`src/rtl/cell_chg_seq_pkg.sv`:
```
package cell_chg_seq_pkg;

  typedef enum logic [2:0] {
    PH_WAIT  = 3'd0,
    PH_PRE   = 3'd1,
    PH_FAST  = 3'd2,
    PH_DET   = 3'd3,
    PH_DONE  = 3'd4,
    PH_OFF   = 3'd5,
    PH_SLEEP = 3'd6,
    PH_FAULT = 3'd7
  } phase_e;

  typedef struct packed {
    logic lin;
    logic pwm;
    logic det;
  } drv_t;

  // Enables driven in each phase.
  function automatic drv_t phase_drive(phase_e p);
    drv_t d;
    d.lin = (p == PH_PRE);
    d.pwm = (p == PH_FAST);
    d.det = (p == PH_DET);
    return d;
  endfunction

  // Phases that count as charging for the status pin and the safety timer.
  function automatic logic phase_charging(phase_e p);
    return (p == PH_PRE) || (p == PH_FAST);
  endfunction

  // Bits needed for a counter that must reach lim.
  function automatic int unsigned cnt_bits(int unsigned lim);
    return (lim < 2) ? 1 : $clog2(lim + 1);
  endfunction

endpackage

```
`src/rtl/ccs_dglt.sv`:
```
module ccs_dglt #(
  parameter int unsigned LIMIT = 30
) (
  input  logic clk_i,
  input  logic rst_ni,
  input  logic tick_i,
  input  logic arm_i,
  output logic hit_o
);
  localparam int unsigned W = cell_chg_seq_pkg::cnt_bits(LIMIT);
  localparam logic [W-1:0] LIM = W'(LIMIT);

  logic [W-1:0] cnt_q;

  always_ff @(posedge clk_i or negedge rst_ni) begin
    if (!rst_ni) begin
      cnt_q <= '0;
    end else if (!arm_i) begin
      cnt_q <= '0;
    end else if (tick_i && (cnt_q != LIM)) begin
      cnt_q <= cnt_q + 1'b1;
    end
  end

  assign hit_o = arm_i && (cnt_q == LIM);
endmodule

```
`src/rtl/ccs_safety.sv`:
```
module ccs_safety #(
  parameter int unsigned LIMIT = 900000
) (
  input  logic clk_i,
  input  logic rst_ni,
  input  logic tick_i,
  input  logic run_i,
  input  logic clr_i,
  output logic expire_o
);
  localparam int unsigned W = cell_chg_seq_pkg::cnt_bits(LIMIT);
  localparam logic [W-1:0] LIM = W'(LIMIT);

  logic [W-1:0] cnt_q;

  always_ff @(posedge clk_i or negedge rst_ni) begin
    if (!rst_ni) begin
      cnt_q <= '0;
    end else if (clr_i) begin
      cnt_q <= '0;
    end else if (run_i && tick_i && (cnt_q != LIM)) begin
      cnt_q <= cnt_q + 1'b1;
    end
  end

  assign expire_o = (cnt_q == LIM);
endmodule

```
`src/rtl/ccs_next.sv`:
```
module ccs_next
  import cell_chg_seq_pkg::*;
(
  input  phase_e phase_i,
  input  logic   vbus_ok_i,
  input  logic   blocked_i,
  input  logic   bat_short_i,
  input  logic   sleep_i,
  input  logic   valid_hit_i,
  input  logic   term_hit_i,
  input  logic   det_hit_i,
  input  logic   rch_hit_i,
  input  logic   wake_hit_i,
  input  logic   safe_exp_i,
  output phase_e phase_o
);
  always_comb begin
    phase_o = phase_i;
    if (!vbus_ok_i) begin
      phase_o = PH_WAIT;
    end else if (phase_i == PH_WAIT) begin
      if (valid_hit_i) phase_o = blocked_i ? PH_OFF : PH_PRE;
    end else if (blocked_i) begin
      phase_o = PH_OFF;
    end else begin
      unique case (phase_i)
        PH_OFF:   phase_o = PH_PRE;
        PH_PRE: begin
          if (safe_exp_i)       phase_o = PH_FAULT;
          else if (sleep_i)     phase_o = PH_SLEEP;
          else if (!bat_short_i) phase_o = PH_FAST;
        end
        PH_FAST: begin
          if (safe_exp_i)       phase_o = PH_FAULT;
          else if (sleep_i)     phase_o = PH_SLEEP;
          else if (bat_short_i) phase_o = PH_PRE;
          else if (term_hit_i)  phase_o = PH_DET;
        end
        PH_DET:   if (det_hit_i) phase_o = PH_DONE;
        PH_DONE: begin
          if (sleep_i)          phase_o = PH_SLEEP;
          else if (rch_hit_i)   phase_o = PH_PRE;
        end
        PH_SLEEP: if (wake_hit_i) phase_o = PH_PRE;
        PH_FAULT: phase_o = PH_FAULT;
        default:  phase_o = PH_WAIT;
      endcase
    end
  end
endmodule

```
`src/rtl/cell_chg_seq.sv`:
```
module cell_chg_seq
  import cell_chg_seq_pkg::*;
#(
  parameter int unsigned VALID_MS = 30,
  parameter int unsigned TERM_MS  = 30,
  parameter int unsigned DET_MS   = 262,
  parameter int unsigned RCH_MS   = 130,
  parameter int unsigned SLP_MS   = 30,
  parameter int unsigned SAFE_MS  = 900000
) (
  input  logic clk_i,
  input  logic rst_ni,
  input  logic tick_i,
  input  logic vbus_ok_i,
  input  logic bat_short_i,
  input  logic bat_rch_i,
  input  logic iterm_low_i,
  input  logic sleep_i,
  input  logic dis_i,
  input  logic ce_n_i,
  input  logic hz_i,
  input  logic te_i,
  output logic lin_en_o,
  output logic pwm_en_o,
  output logic det_en_o,
  output logic stat_n_o
);
  localparam int unsigned NDG = 5;
  localparam int unsigned DG_VALID = 0;
  localparam int unsigned DG_TERM  = 1;
  localparam int unsigned DG_DET   = 2;
  localparam int unsigned DG_RCH   = 3;
  localparam int unsigned DG_WAKE  = 4;
  localparam int unsigned DG_LIM [NDG] = '{VALID_MS, TERM_MS, DET_MS, RCH_MS, SLP_MS};

  phase_e phase_q, phase_d;
  drv_t   drv;

  // Named internal events
  logic [NDG-1:0] dg_arm, dg_hit;
  logic valid_hit, term_hit, det_hit, rch_hit, wake_hit;
  logic safe_run, safe_clr, safe_exp;
  logic blocked;

  assign blocked = hz_i || ce_n_i || dis_i;

  assign dg_arm[DG_VALID] = vbus_ok_i && (phase_q == PH_WAIT);
  assign dg_arm[DG_TERM]  = (phase_q == PH_FAST) && te_i && iterm_low_i;
  assign dg_arm[DG_DET]   = (phase_q == PH_DET);
  assign dg_arm[DG_RCH]   = (phase_q == PH_DONE) && bat_rch_i;
  assign dg_arm[DG_WAKE]  = (phase_q == PH_SLEEP) && !sleep_i;

  for (genvar g = 0; g < NDG; g++) begin : g_dg
    ccs_dglt #(.LIMIT(DG_LIM[g])) u_dg (
      .clk_i  (clk_i),
      .rst_ni (rst_ni),
      .tick_i (tick_i),
      .arm_i  (dg_arm[g]),
      .hit_o  (dg_hit[g])
    );
  end

  assign valid_hit = dg_hit[DG_VALID];
  assign term_hit  = dg_hit[DG_TERM];
  assign det_hit   = dg_hit[DG_DET];
  assign rch_hit   = dg_hit[DG_RCH];
  assign wake_hit  = dg_hit[DG_WAKE];

  assign safe_run = phase_charging(phase_q);
  assign safe_clr = dis_i || !vbus_ok_i || (phase_q == PH_FAULT);

  ccs_safety #(.LIMIT(SAFE_MS)) u_safe (
    .clk_i    (clk_i),
    .rst_ni   (rst_ni),
    .tick_i   (tick_i),
    .run_i    (safe_run),
    .clr_i    (safe_clr),
    .expire_o (safe_exp)
  );

  ccs_next u_next (
    .phase_i     (phase_q),
    .vbus_ok_i   (vbus_ok_i),
    .blocked_i   (blocked),
    .bat_short_i (bat_short_i),
    .sleep_i     (sleep_i),
    .valid_hit_i (valid_hit),
    .term_hit_i  (term_hit),
    .det_hit_i   (det_hit),
    .rch_hit_i   (rch_hit),
    .wake_hit_i  (wake_hit),
    .safe_exp_i  (safe_exp),
    .phase_o     (phase_d)
  );

  always_ff @(posedge clk_i or negedge rst_ni) begin
    if (!rst_ni) phase_q <= PH_WAIT;
    else         phase_q <= phase_d;
  end

  assign drv      = phase_drive(phase_q);
  assign lin_en_o = drv.lin;
  assign pwm_en_o = drv.pwm;
  assign det_en_o = drv.det;
  assign stat_n_o = !phase_charging(phase_q);
endmodule

```
`config.mk`:
```
export PLATFORM = sky130hd
export DESIGN_NAME = cell_chg_seq
export DESIGN_NICKNAME = d
export VERILOG_FILES = /design/src/rtl/cell_chg_seq_pkg.sv /design/src/rtl/ccs_dglt.sv /design/src/rtl/ccs_safety.sv /design/src/rtl/ccs_next.sv /design/src/rtl/cell_chg_seq.sv
export SDC_FILE = /design/constraint.sdc
export NUM_CORES = 1
export LEC_CHECK = 0
export BUFFER_PORTS_ARGS = -buffer_cell sky130_fd_sc_hd__buf_2
export CORE_ASPECT_RATIO = 1.4
export CORE_MARGIN = 4
export CORE_UTILIZATION = 45
export DETAILED_ROUTE_END_ITERATION = 10
export PLACE_DENSITY = 0.61
export SYNTH_ARGS = -nofsm -noshare
export SYNTH_HDL_FRONTEND = slang
export SYNTH_HIERARCHICAL = 1
export SYNTH_SLANG_ARGS = --single-unit
```
`constraint.sdc`:
```
create_clock -name clk_i -period 3 [get_ports clk_i]
set_input_delay 0.15 -clock clk_i [delete_from_list [all_inputs] [get_ports clk_i]]
set_output_delay 0.15 -clock clk_i [all_outputs]
set_load 0.02 [all_outputs]
```
# [Yosys cells after proc, flatten, opt, wreduce, memory -nomap -nowiden]
# Index checks and enable logic that the tools add are counted.
[totals] elab_cells=100 inputBits=12 out_inout_bits=4 regBits=55
[op_classes] reduce_logical=28 addsub=6 n_mux=29 n_eq_ne=30
[op_table] op="$mux 3" count=16
[op_table] op="$mux 20" count=2
[op_table] op="$mux 5" count=6
[op_table] op="$pmux 3 s7" count=1
[op_table] op="$add 20x1->20 const B" count=1
[op_table] op="$eq 20x20->1 const B" count=1
[op_table] op="$ne 20x20->1 const B" count=1
[op_table] op="$mux 9" count=2
[op_table] op="$logic_and 1x1->1" count=17
[op_table] op="$mux 8" count=2
[op_table] op="$add 5x1->5 const B" count=3
[op_table] op="$eq 5x5->1 const B" count=3
[op_table] op="$ne 5x5->1 const B" count=3
[op_table] op="$eq 3x3->1 const B" count=4
[op_table] op="$ne 2x2->1 const B" count=5
[op_table] op="$add 9x1->9 const B" count=1
[op_table] op="$eq 9x9->1 const B" count=1
[op_table] op="$ne 9x9->1 const B" count=1
[op_table] op="$add 8x1->8 const B" count=1
[op_table] op="$eq 8x8->1 const B" count=1
[op_table] op="$ne 8x4->1 const B" count=1
[op_table] op="$ne 8x8->1 const B" count=1
[op_table] op="$ne 7x4->1 const B" count=1
[op_table] op="$eq 3x2->1 const B" count=2
[op_table] op="10 further kinds" count=16

# [Logic depth before layout (Yosys ltp)]
# Gate-level depths: netlist of the first run.
[depth] depth_word=12 depth_mapped=9 ltp_nobuf=8

# [Modules after synthesis]
# The synthesis of the first run kept the hierarchy.
[by_module_without_submodules] module="ccs_safety" seq_area_each_um2=500.5 area_each_um2=1183.6 cells_each=121 instances=1
[by_module_without_submodules] module="ccs_dglt (g_dg[0].u_dg ...)" seq_area_each_um2=125.1 area_each_um2=272.8 cells_each=27 instances=3
[by_module_without_submodules] module="ccs_dglt (g_dg[2].u_dg)" seq_area_each_um2=225.2 area_each_um2=514.2 cells_each=51 instances=1
[by_module_without_submodules] module="ccs_dglt (g_dg[3].u_dg)" seq_area_each_um2=200.2 area_each_um2=440.4 cells_each=45 instances=1
[by_module_without_submodules] module="ccs_next" seq_area_each_um2=0.0 area_each_um2=244.0 cells_each=36 instances=1
[by_module_without_submodules] module="cell_chg_seq" seq_area_each_um2=75.1 area_each_um2=217.7 cells_each=20 instances=1

# [Least setup slack after synthesis of the first run]
# No wires, ideal clock.
[synth_timing] path_kind="register -> register" start="register phase_q[0]" end="register phase_q[2]" setup_ps=111 n_path_buf=1 arrival_ps=1845 path_slack_ps=1043 synth_period_minus_slack_ps=1957 path_stages_with_launch=7 required_time_ps=2889 path_cell_list="dfrtp_1 -> buf_6 -> nor4b_1 -> inv_1 -> nor2_1 -> nand2_1 -> a2111oi_2"
[synth_via] elab_cells_between_ends=29 classes_between="eq/ne (13); mux (4); reduce/logical (12)"
[synth_lines] element="from (decl)" line_no="cell_chg_seq.sv:36" source="phase_e phase_q, phase_d;"
[synth_lines] element="from (signal assigned)" line_no="cell_chg_seq.sv:98" source="else phase_q <= phase_d;"
[synth_lines] element="$logic_not 3->1" line_no="cell_chg_seq.sv:47" source="assign dg_arm[DG_VALID] = vbus_ok_i && (phase_q == PH_WAIT);"
[synth_lines] element="$logic_and 1x1->1" line_no="cell_chg_seq.sv:47"
[synth_lines] element="net dg_arm[0]" line_no="cell_chg_seq.sv:40" source="logic [NDG-1:0] dg_arm, dg_hit;"
[synth_lines] element="$logic_and 1x1->1" line_no="ccs_dglt.sv:25" source="assign hit_o = arm_i && (cnt_q == LIM);"
[synth_lines] element="net valid_hit" line_no="cell_chg_seq.sv:41" source="logic valid_hit, term_hit, det_hit, rch_hit, wake_hit;"
[synth_lines] element="$ne 3x2->1 (no source line)"
[synth_lines] element="$reduce_and 6->1 (no source line)"
# The timed path passes the listed nets, and every way through them passes these cells.
# A chain may end at the register's enable or synchronous reset.

# [Worst setup path after layout of the first run]
[layout_timing] start="register u_safe.cnt_q[4]" end="register phase_q[1]"
[layout_via] elab_chain_len=6 elab_cells_between_ends=10 classes_between="eq/ne (3); mux (6); reduce/logical (1)"
[layout_rtl] element="from (decl)" line_no="ccs_safety.sv:14" source="logic [W-1:0] cnt_q;"
[layout_rtl] element="from (signal assigned)" line_no="ccs_safety.sv:22" source="cnt_q <= cnt_q + 1'b1;"
[layout_rtl] element="$eq 20x20->1 *" line_no="ccs_safety.sv:26" source="assign expire_o = (cnt_q == LIM);"
[layout_rtl] element="net safe_exp" line_no="cell_chg_seq.sv:42" source="logic safe_run, safe_clr, safe_exp;"
[layout_rtl] element="$mux 3 (on tied branches)" line_no="ccs_next.sv:34, ccs_next.sv:29"
[layout_rtl] element="$pmux 3 s7 *" line_no="ccs_next.sv:26" source="unique case (phase_i)"
[layout_rtl] element="$mux 3 *" line_no="ccs_next.sv:23" source="end else if (blocked_i) begin"
[layout_rtl] element="$mux 3 *" line_no="ccs_next.sv:21" source="end else if (phase_i == PH_WAIT) begin"
[layout_rtl] element="$mux 3 *" line_no="ccs_next.sv:19" source="if (!vbus_ok_i) begin"
[layout_rtl] element="net phase_d[1]" line_no="cell_chg_seq.sv:36"
# Mark *: on every way through the listed nets, which the timed path passes. The rest lies on a longest branch.

==> out/qor.yml, run 1 <==
outcome:
  outcome: "complete, no violations"
die:
  dieHeight_um: 111
  die_area_um2: 9070
  die_x_um: 81.7
  start_util_pct: 46.4
  rows: 37
  pin_count: 16
  core_area_um2: 7360
drt:
  wl_per_cell_um: 15.4
  drtIter0Drc: 164
  wirelength_um: 7270
  ant_nets: 0
  first_pass_iters: 4
  vias_per_cell: 5.86
  vias: 2768
  remaining_drc_errors: 0
min_path:
  hold_depth: 3
  worstHoldEndpoint: "phase_q[0]$_DFF_PN0_"
  holdCritStartpoint: "vbus_ok_i"
  hold_path_class: "in2reg"
clocking:
  cts_buffer_depth: 2
  cts_tree: "yes"
  cts_root_buf: "clkbuf_8"
  h-tree-depth: 2
  cts_resized: 0
  worstSkewPairLatency_ns: 0.31
  clock_sinks: 55
  cts_made_buffers: 5
  clkTransAtPathRegs_ns: 0.10
synthesis:
  netlist_area_um2: 3420
  synth.net_count: 378
  seq_area_frac_synth_pct: 40.3
  ys_types: 60
  syn_area_per_cell_um2: 9.66
  yosysWarnings: 6
  synth_edf_count: 0
  synthCells: 354
  synth_seq_cells: 55
  ys.flop_type: "dfrtp_1"
  async_flop_share_pct: 100
sta:
  worst_pin_slew_ns: 0.649
  clock_skew_ns: 0.00737
  max_freq_mhz: 447
  fin_crit_sh_pct: 74.7
  report.final.slew_viol_count: 0
  rsz0062_at_grt: "no"
  tns_ns: 0
  slew_headroom_pct: 56.7
  setup_viol: 0
  min_period_ns: 2.24
  hold_violations: 0
place:
  portBuffers: 15
  dpl.hpwl_um: 5280
  dp.cells: 464
  place.gp.congestion: 0.780
grt:
  first_global_vias: 2658
  grt_use_total_pct: 17.1
  antenna_found_initial: 0
  grt_start_max_net_pins: 29
  grt_pass1_wl_um: 12400
  grt_overflow: 0
setup_path:
  critical-path-slowest-cell: "dfrtp_1"
  reg2reg_setup_slack_ns: 0.76
  critPathTopFamily: "simple AND/OR/NAND/NOR gates"
  crit_path_cell_trace: "nor4b_1 > nand2_1 > nor3_1 > nor2_1 > a221oi_2 > a31oi_1 > a2111oi_2"
  cpPeakStageDelay_ns: 0.45
  r2r_cells: 7
  r2r-end: "phase_q[1]$_DFF_PN0_"
  cp_num_buf_inv: 0
  start_kind: "flop"
  crit_required_ns: 3.20
  critical_path_depth: 7
  cp_max_fo: 6
  worstReg2RegStart: "u_safe/cnt_q[4]$_DFFE_PN0P_"
  crit_type: "reg2reg"
  endpoint_kind: "flop"
  arrival_ns: 2.44
layout:
  utilization_pct: 50.2
  stdcell_count: 472
  drive_above_1_share_pct: 16.8
  multi_input_area_um2: 1900
  final_nets: 399
  antennaDiodeCount: 0
  fillers: 709
  seq_area_um2: 1380
  syn2layout_area_growth_pct: 8.20
pwr:
  p_per_area_nw_per_um2: 359
  power.total_mw: 1.33
  vdd_ir_drop_max_mv: 0.228
  p_leak_nw: 1.52
flow_run:
  cap_violations: 0
-- layout by cell type, fill, tap and decap left out, drive strengths merged, types with 4 or more instances in the layout --
cell type / count
nor2: 24
nand4: 21
or3: 6
dfrtp: 55
ha: 12
nor2b: 5
and2: 5
o21ai: 22
nor3b: 4
nand2: 30
nand4b: 4
mux2i: 6
and3: 8
inv: 20
a211oi: 4
clkbuf: 6
and4: 5
nand2b: 8
xor2: 8
nor4b: 4
a31oi: 5
buf: 22
o31ai: 7
nor3: 11
nand3: 10
xnor2: 4
or4: 8
a21oi: 20
-- cells in the mapped netlist, types with 3 or more instances --
cell type	count	area, µm²
dfrtp_1	55	1380
nand2_1	29	109
nor2_1	24	90.1
o21ai_0	22	110
a21oi_1	20	100
inv_1	20	75.1
nand4_1	15	93.8
ha_1	12	150
nor3_1	11	55.1
nand3_1	10	50.1
nand2b_1	8	50.1
or4_1	8	60.1
xor2_1	8	70.1
o31ai_1	7	52.6
and3_1	6	37.5
mux2i_1	6	60.1
nand4_2	6	75.1
a31oi_1	5	31.3
nor2b_1	5	31.3
or3_1	5	31.3
a211oi_1	4	30.0
nand4b_1	4	35.0
xnor2_1	4	35.0
a311oi_1	3	26.3
and2_4	3	26.3
and4_2	3	30.0
buf_6	3	33.8
nor3b_1	3	22.5
-- sequential cells by signal, indices dropped and copies added (netlist names) --
name,flops
g_dg.u_dg/cnt_q,32
u_safe/cnt_q,20
phase_q,3
-- report_power, final --
part | total, mW | switching, mW | internal [mW]
registers | 0.759 | 0.0107 | 0.748
logic | 0.142 | 0.0903 | 0.0520
clock network | 0.427 | 0.245 | 0.182
total | 1.33 | 0.346 | 0.982
-- tightest hold or removal path, delay by kind of cell --
kind / cells / cell delay (ns)
buf+inv: 1 / 0.13
compound gates: 2 / 0.11
-- layer usage --
metal	GRT usage, %	wire length, µm
met1	21.3	3130
met2	29.8	3850
met3	2.85	193
met4	4.66	102
met5	0	0
-- kinds of logic (layout without fill, tap and decap cells) --
group	after synthesis	after routing	synth area share, %
adders and majority gates	12	12	4.39
buffers and inverters	29	50	4.14
AOI/OAI and AO/OA	75	75	14.5
and+or+nand+nor	162	162	30.7
muxes	9	9	2.96
DFF	55	55	40.3
xor gates and xnor gates	12	12	3.07
-- stage by stage --
step                worst slack, ns  hold WS [ns]  instance area, µm²
detailed placement            0.785         0.219                3600
finish                        0.760         0.109                3700
floorplan                      1.04        -0.146                3420
CTS                           0.781        0.0987                3700
global route                  0.450         0.116                3700
global placement              0.923         0.218                3600
-- repair_timing --
| action | in CTS | in global routing |
|---|---|---|
| endpoints found under the hold margin | 27 | 0 |
| setup buffers | 0 | 0 |
| hold buffers | 1 | 0 |
| endpoints found under the setup margin | 0 | 0 |
-- how the worst max path moves through the flow --
stage | endpoint | start
finish | phase_q[1]$_DFF_PN0_ | u_safe/cnt_q[4]$_DFFE_PN0P_
global route | phase_q[1]$_DFF_PN0_ | u_safe/cnt_q[4]$_DFFE_PN0P_
CTS | phase_q[1]$_DFF_PN0_ | u_safe/cnt_q[4]$_DFFE_PN0P_
detailed placement | phase_q[1]$_DFF_PN0_ | u_safe/cnt_q[4]$_DFFE_PN0P_
global placement | phase_q[1]$_DFF_PN0_ | u_safe/cnt_q[2]$_DFFE_PN0P_
floorplan | phase_q[2]$_DFF_PN0_ | phase_q[0]$_DFF_PN0_
-- final cells by class --
| cell class | instances | share of cell area [%] |
|---|---|---|
| clock inverters | 1 | 0.135 |
| flip-flops and latches | 55 | 37.2 |
| multi-input cells | 270 | 51.4 |
| repair buffers | 23 | 3.72 |
| well taps | 97 | 3.28 |
| inverters | 20 | 2.03 |
| clock buffers | 6 | 2.23 |
Note: power is estimated with default switching activity, not from simulation.
==> run 2, diff against run 1 <==
Settings changed: PLACE_DENSITY 0.61 to 0.64.
Clock period 3 ns to 2.04 ns, I/O delays scaled along.
==> out/qor.yml, run 2 (synthesis gave the netlist of run 1 again) <==
outcome:
  outcome: "complete, no violations"
setup_path:
  r2r_cells: 8  # +1
  crit_end: "phase_q[1]$_DFF_PN0_"
  r2r-end: "phase_q[1]$_DFF_PN0_"
  start_kind: "flop"
  crit_type: "reg2reg"
  critPathLaunch: "u_safe/cnt_q[0]$_DFFE_PN0P_"
  crit_path_cell_trace: "inv_2 > ha_4 > nand4b_1 > nor3_4 > nor2_2 > a221oi_2 > a31oi_1 > a2111oi_2"
  cp_max_fo: 3  # -3
  endpoint_kind: "flop"
  arrival_ns: 2.13  # -0.31 ns
  cpPeakStageDelay_ns: 0.40  # -0.05 ns
  worstReg2RegStart: "u_safe/cnt_q[0]$_DFFE_PN0P_"
  reg2reg_setup_slack_ns: 0.11  # -0.65 ns
  crit_required_ns: 2.23  # -0.97 ns
  critical-path-slowest-cell: "dfrtp_1"
die:
  core_area_um2: 7360  # unchanged
  pin_count: 16  # unchanged
  rows: 37  # unchanged
  start_util_pct: 46.4  # unchanged
  dieHeight_um: 111  # unchanged
  die_x_um: 81.7  # unchanged
  die_area_um2: 9070  # unchanged
drt:
  wirelength_um: 7530  # +3.6%
  wl_per_cell_um: 15.1  # -1.8%
  ant_nets: 0  # unchanged
  drtIter0Drc: 104  # -37%
  vias_per_cell: 5.69  # -3.0%
  first_pass_iters: 4  # unchanged
  vias: 2833  # +2.3%
  remaining_drc_errors: 0  # unchanged
layout:
  top_register: "g_dg.u_dg/cnt_q"
  final_common_cell: "dfrtp_1"
  stdcell_count: 498  # +5.5%
  largest_reg_flops: 32  # unchanged
  antennaDiodeCount: 0  # unchanged
  drive_above_1_share_pct: 23.9  # +7.1 points
  final_nets: 425  # +6.5%
  syn2layout_area_growth_pct: 15.4
  largestRegisters: "g_dg.u_dg/cnt_q x32, u_safe/cnt_q x20, phase_q x3"
  layout_common_cells: "54 x dfrtp_1, 33 x buf_4, 29 x nand2_1"
grt:
  first_global_vias: 2877  # +8.2%
  grt_pass1_wl_um: 12900  # +4.0%
  grt_use_total_pct: 17.6  # +0.53 points
  grt_start_max_net_pins: 35  # +21%
  grt_overflow: 0  # unchanged
  antenna_found_initial: 0  # unchanged
sta:
  whs_ns: 0.0572  # -0.0520 ns
  clock_skew_ns: 0.00718  # -0.000191 ns
  worst_pin_slew_ns: 0.778  # +0.130 ns
  max_freq_mhz: 518  # +16%
  min_period_ns: 1.93  # -0.309 ns
  slew_headroom_pct: 48.1  # -8.6 points
  hold_violations: 0  # unchanged
  report.final.slew_viol_count: 0  # unchanged
  fin_crit_sh_pct: 94.6  # +20 points
  fin_ws_ns: 0.109  # -0.651 ns
  rsz0062_at_grt: "yes"
  setup_viol: 0  # unchanged
place:
  pre_cts_ws_ns: -0.0128  # -0.798 ns
  dp.cells: 488  # +5.2%
  place.gp.congestion: 0.800  # +2.5%
  portBuffers: 15  # unchanged
  dpl.hpwl_um: 5550  # +5.1%
min_path:
  hold_path_class: "in2reg"
clocking:
  clkTransAtPathRegs_ns: 0.10  # about the same
  clock_sinks: 55  # unchanged
  worstSkewPairLatency_ns: 0.30  # about the same
  h-tree-depth: 2  # unchanged
  cts_made_buffers: 5  # unchanged
  cts_tree: "yes"
  cts_root_buf: "clkbuf_8"
  cts_buffer_depth: 2  # unchanged
pwr:
  vdd_ir_drop_max_mv: 0.333  # +46%
  p_per_area_nw_per_um2: 522  # +45%
  p_leak_nw: 1.68  # +10%
flow_run:
  cap_violations: 0  # unchanged
## run 2: how the worst min path moves through the flow
stage	cells after the start	slack, ns	to	startpoint
floorplan	0	-0.19	g_dg[0].u_dg/cnt_q[0]$_DFFE_PN0P_	rst_ni
global placement	1	0.23	g_dg[2].u_dg/cnt_q[7]$_DFFE_PN0P_	rst_ni
detailed placement	1	0.24	g_dg[2].u_dg/cnt_q[7]$_DFFE_PN0P_	rst_ni
CTS	3	0.04	phase_q[0]$_DFF_PN0_	vbus_ok_i
global route	3	0.05	phase_q[0]$_DFF_PN0_	vbus_ok_i
finish	3	0.06	phase_q[0]$_DFF_PN0_	vbus_ok_i
## run 2: worst max-delay path, delay by kind of cell (launching register included)
kind	cells	cell delay, ns
AO/OA/AOI/OAI	3	0.63
flip-flops	1	0.40
AND/OR/NAND/NOR	3	0.57
buffers and inverters	1	0.08
adder cells (fa/ha/maj)	1	0.13
## run 2: stage by stage
step	setup TNS, ns	cell area, µm²	utilization (%)	power (mW)
floorplan	0	3420	-	1.27
global placement	0	3780	51.4	1.36
detailed placement	-0.0128	3780	51.4	1.36
CTS	0	3900	53.0	2.09
global route	-0.104	3950	53.6	2.15
finish	0	3950	53.6	2.06
## run 2: per-layer routing
layer	wire (µm)	GRT usage, %	share of wire, %	vias up
li1	-	-	-	1402
met4	82	4.55	1.1	0
met2	4000	31.3	53	38
met1	3270	21.6	43	1385
met3	178	2.68	2.4	8
met5	0	0	0	-
## run 2: report_power, final
part	internal [mW]	leakage [nW]	switching, mW	total [mW]
logic	0.0924	0.863	0.137	0.230
clock network	0.361	0.0513	0.352	0.713
registers	1.10	0.765	0.0168	1.12
## run 2: area by class of cell
cell class / instances / area, µm²
fill: 657 / 3420
multi-input combinational: 270 / 1940
sequential: 55 / 1380
timing repair buffer: 49 / 333
tap: 97 / 121
inverter: 20 / 75.1
clock buffer: 6 / 72.6
clock inverter: 1 / 30.0
## run 2: timing repair
item                                   CTS  global route
setup buffers                            0             2
pin swaps                                0             7
hold buffers                             1             0
setup endpoints to repair                2            11
endpoints found under the hold margin   32             0
resized for setup                        1            10
==> run 3, diff against run 2 <==
Clock period 2.04 ns to 1.6 ns, I/O delays scaled along.
==> out/qor.yml, run 3 (synthesis gave the netlist of run 1 again) <==
outcome:
  outcome: "finished with violations"
  violations: "setup timing"
sta:
  fin_crit_sh_pct: 119  # +24 points
  min_period_ns: 1.90  # -0.0259 ns
  whs_ns: 0.0461  # -0.0110 ns
  setup_viol: 21  # +21
  fin_ws_ns: -0.305  # -0.414 ns
  clock_skew_ns: 0.0114  # +0.00427 ns
  hold_violations: 0  # unchanged
  slew_headroom_pct: 68.7  # +21 points
  rsz0062_at_grt: "yes"
  max_freq_mhz: 525  # +1.4%
  tns_ns: -3.86  # -3.86 ns
  report.final.slew_viol_count: 0  # unchanged
  worst_pin_slew_ns: 0.469  # -0.309 ns
setup_path:
  crit_end: "u_safe/cnt_q[11]$_DFFE_PN0P_"
  worstReg2RegStart: "phase_q[0]$_DFF_PN0_"
  critPathLaunch: "phase_q[0]$_DFF_PN0_"
  arrival_ns: 2.16  # +0.03 ns
  endpoint_kind: "flop"
  crit_type: "reg2reg"
  start_kind: "flop"
  r2r_cells: 9  # +1
  reg2reg_setup_slack_ns: -0.30  # -0.41 ns
  crit_required_ns: 1.85  # -0.38 ns
  cp_max_fo: 3  # unchanged
  r2r-end: "u_safe/cnt_q[11]$_DFFE_PN0P_"
layout:
  antennaDiodeCount: 0  # unchanged
  postLayoutCellArea_um2: 4610  # +17%
  largest_reg_flops: 32  # unchanged
  final_common_cell: "buf_4"
  syn2layout_area_growth_pct: 35.0
  layout_common_cells: "90 x buf_4, 55 x dfrtp_1, 28 x nand2_1"
  final_nets: 491  # +16%
  drive_above_1_share_pct: 39.5  # +16 points
  fillers: 617  # -6.1%
  top_register: "g_dg.u_dg/cnt_q"
  largestRegisters: "g_dg.u_dg/cnt_q x32, u_safe/cnt_q x20, phase_q x3"
die:
  start_util_pct: 46.4  # unchanged
  pin_count: 16  # unchanged
  die_x_um: 81.7  # unchanged
  rows: 37  # unchanged
  core_area_um2: 7360  # unchanged
  die_area_um2: 9070  # unchanged
  dieHeight_um: 111  # unchanged
drt:
  vias: 3103  # +9.5%
  drtIter0Drc: 133  # +28%
  wirelength_um: 8240  # +9.4%
  wl_per_cell_um: 14.6  # -3.6%
  first_pass_iters: 4  # unchanged
  vias_per_cell: 5.49  # -3.5%
  ant_nets: 0  # unchanged
  remaining_drc_errors: 0  # unchanged
pwr:
  vdd_ir_drop_max_mv: 0.460  # +38%
  p_leak_nw: 2.09  # +24%
  p_per_area_nw_per_um2: 568  # +8.8%
  power.total_mw: 2.62  # +27%
clocking:
  h-tree-depth: 2  # unchanged
  clkTransAtPathRegs_ns: 0.10  # about the same
  worstSkewPairLatency_ns: 0.32  # +0.02 ns
  cts_root_buf: "clkbuf_8"
  cts_buffer_depth: 2  # unchanged
  cts_tree: "yes"
  clock_sinks: 55  # unchanged
  cts_made_buffers: 5  # unchanged
place:
  pre_cts_ws_ns: -0.358  # -0.345 ns
  portBuffers: 15  # unchanged
  dpl.hpwl_um: 6020  # +8.4%
  place.gp.congestion: 0.816  # +2.0%
  dpl-instance-area_um2: 4200  # +11%
grt:
  first_global_vias: 3286  # +14%
  grt_pass1_wl_um: 14500  # +12%
  grt_start_max_net_pins: 26  # -26%
  grt_overflow: 0  # unchanged
  antenna_found_initial: 0  # unchanged
  grt_use_total_pct: 19.8  # +2.2 points
min_path:
  hold_path_class: "in2reg"
flow_run:
  cap_violations: 0  # unchanged
-- run 3: worst min-delay path by stage --
stage,from,to,cells after the start
2_1_floorplan,rst_ni,g_dg[0].u_dg/cnt_q[0]$_DFFE_PN0P_,0
4_1_cts,vbus_ok_i,phase_q[0]$_DFF_PN0_,3
6_report,vbus_ok_i,phase_q[0]$_DFF_PN0_,3
3_5_place_dp,rst_ni,u_safe/cnt_q[7]$_DFFE_PN0P_,1
5_1_grt,vbus_ok_i,phase_q[0]$_DFF_PN0_,3
3_3_place_gp,rst_ni,u_safe/cnt_q[7]$_DFFE_PN0P_,1
-- run 3: area by class of cell --
class / count / area (µm²) / area share (%)
Sequential cell: 55 / 1380 / 29.8
Multi-Input combinational cell: 270 / 2080 / 45.0
Inverter: 20 / 75.1 / 1.63
Timing Repair Buffer: 115 / 883 / 19.1
Clock buffer: 7 / 76.3 / 1.65
Clock inverter: 1 / 5.00 / 0.108
Tap cell: 97 / 121 / 2.63
-- run 3: timing repair --
item / 4_1_cts / 5_1_grt
resized for setup: 28 / 17
setup buffers: 10 / 12
hold buffers: 1 / 0
hold endpoints to repair: 17 / 0
pin swaps: 15 / 12
endpoints found under the setup margin: 21 / 23
-- run 3: stage by stage --
stage / std cells / util (%)
global placement: 537 / 57.1
detailed placement: 537 / 57.1
CTS: 554 / 60.6
floorplan: 354 / -
global route: 565 / 62.7
finish: 565 / 62.7
-- run 3: report_power, final --
group          switching, mW  total [mW]  internal (mW)
Clock                  0.471       0.781          0.309
Sequential            0.0144        1.42           1.40
Combinational          0.218       0.422          0.204
Total                  0.704        2.62           1.92
-- run 3: metal layers --
layer | global-route usage, % | up-vias | share of wire [%]
li1 | - | 1534 | -
met1 | 22.8 | 1521 | 41
met2 | 35.9 | 36 | 55
met3 | 3.09 | 12 | 2.3
met4 | 6.65 | 0 | 2.0
met5 | 0 | - | 0
-- run 3: worst max-delay path, stage by stage, from the launching register on --
cell and delay [ns]:
dfrtp_1 0.43, xor2_2 0.19, nor2b_4 0.19, buf_4 0.12
buf_6 0.08, buf_6 0.09, nand2_4 0.06, buf_6 0.14
or4_1 0.47, nand2_1 0.07
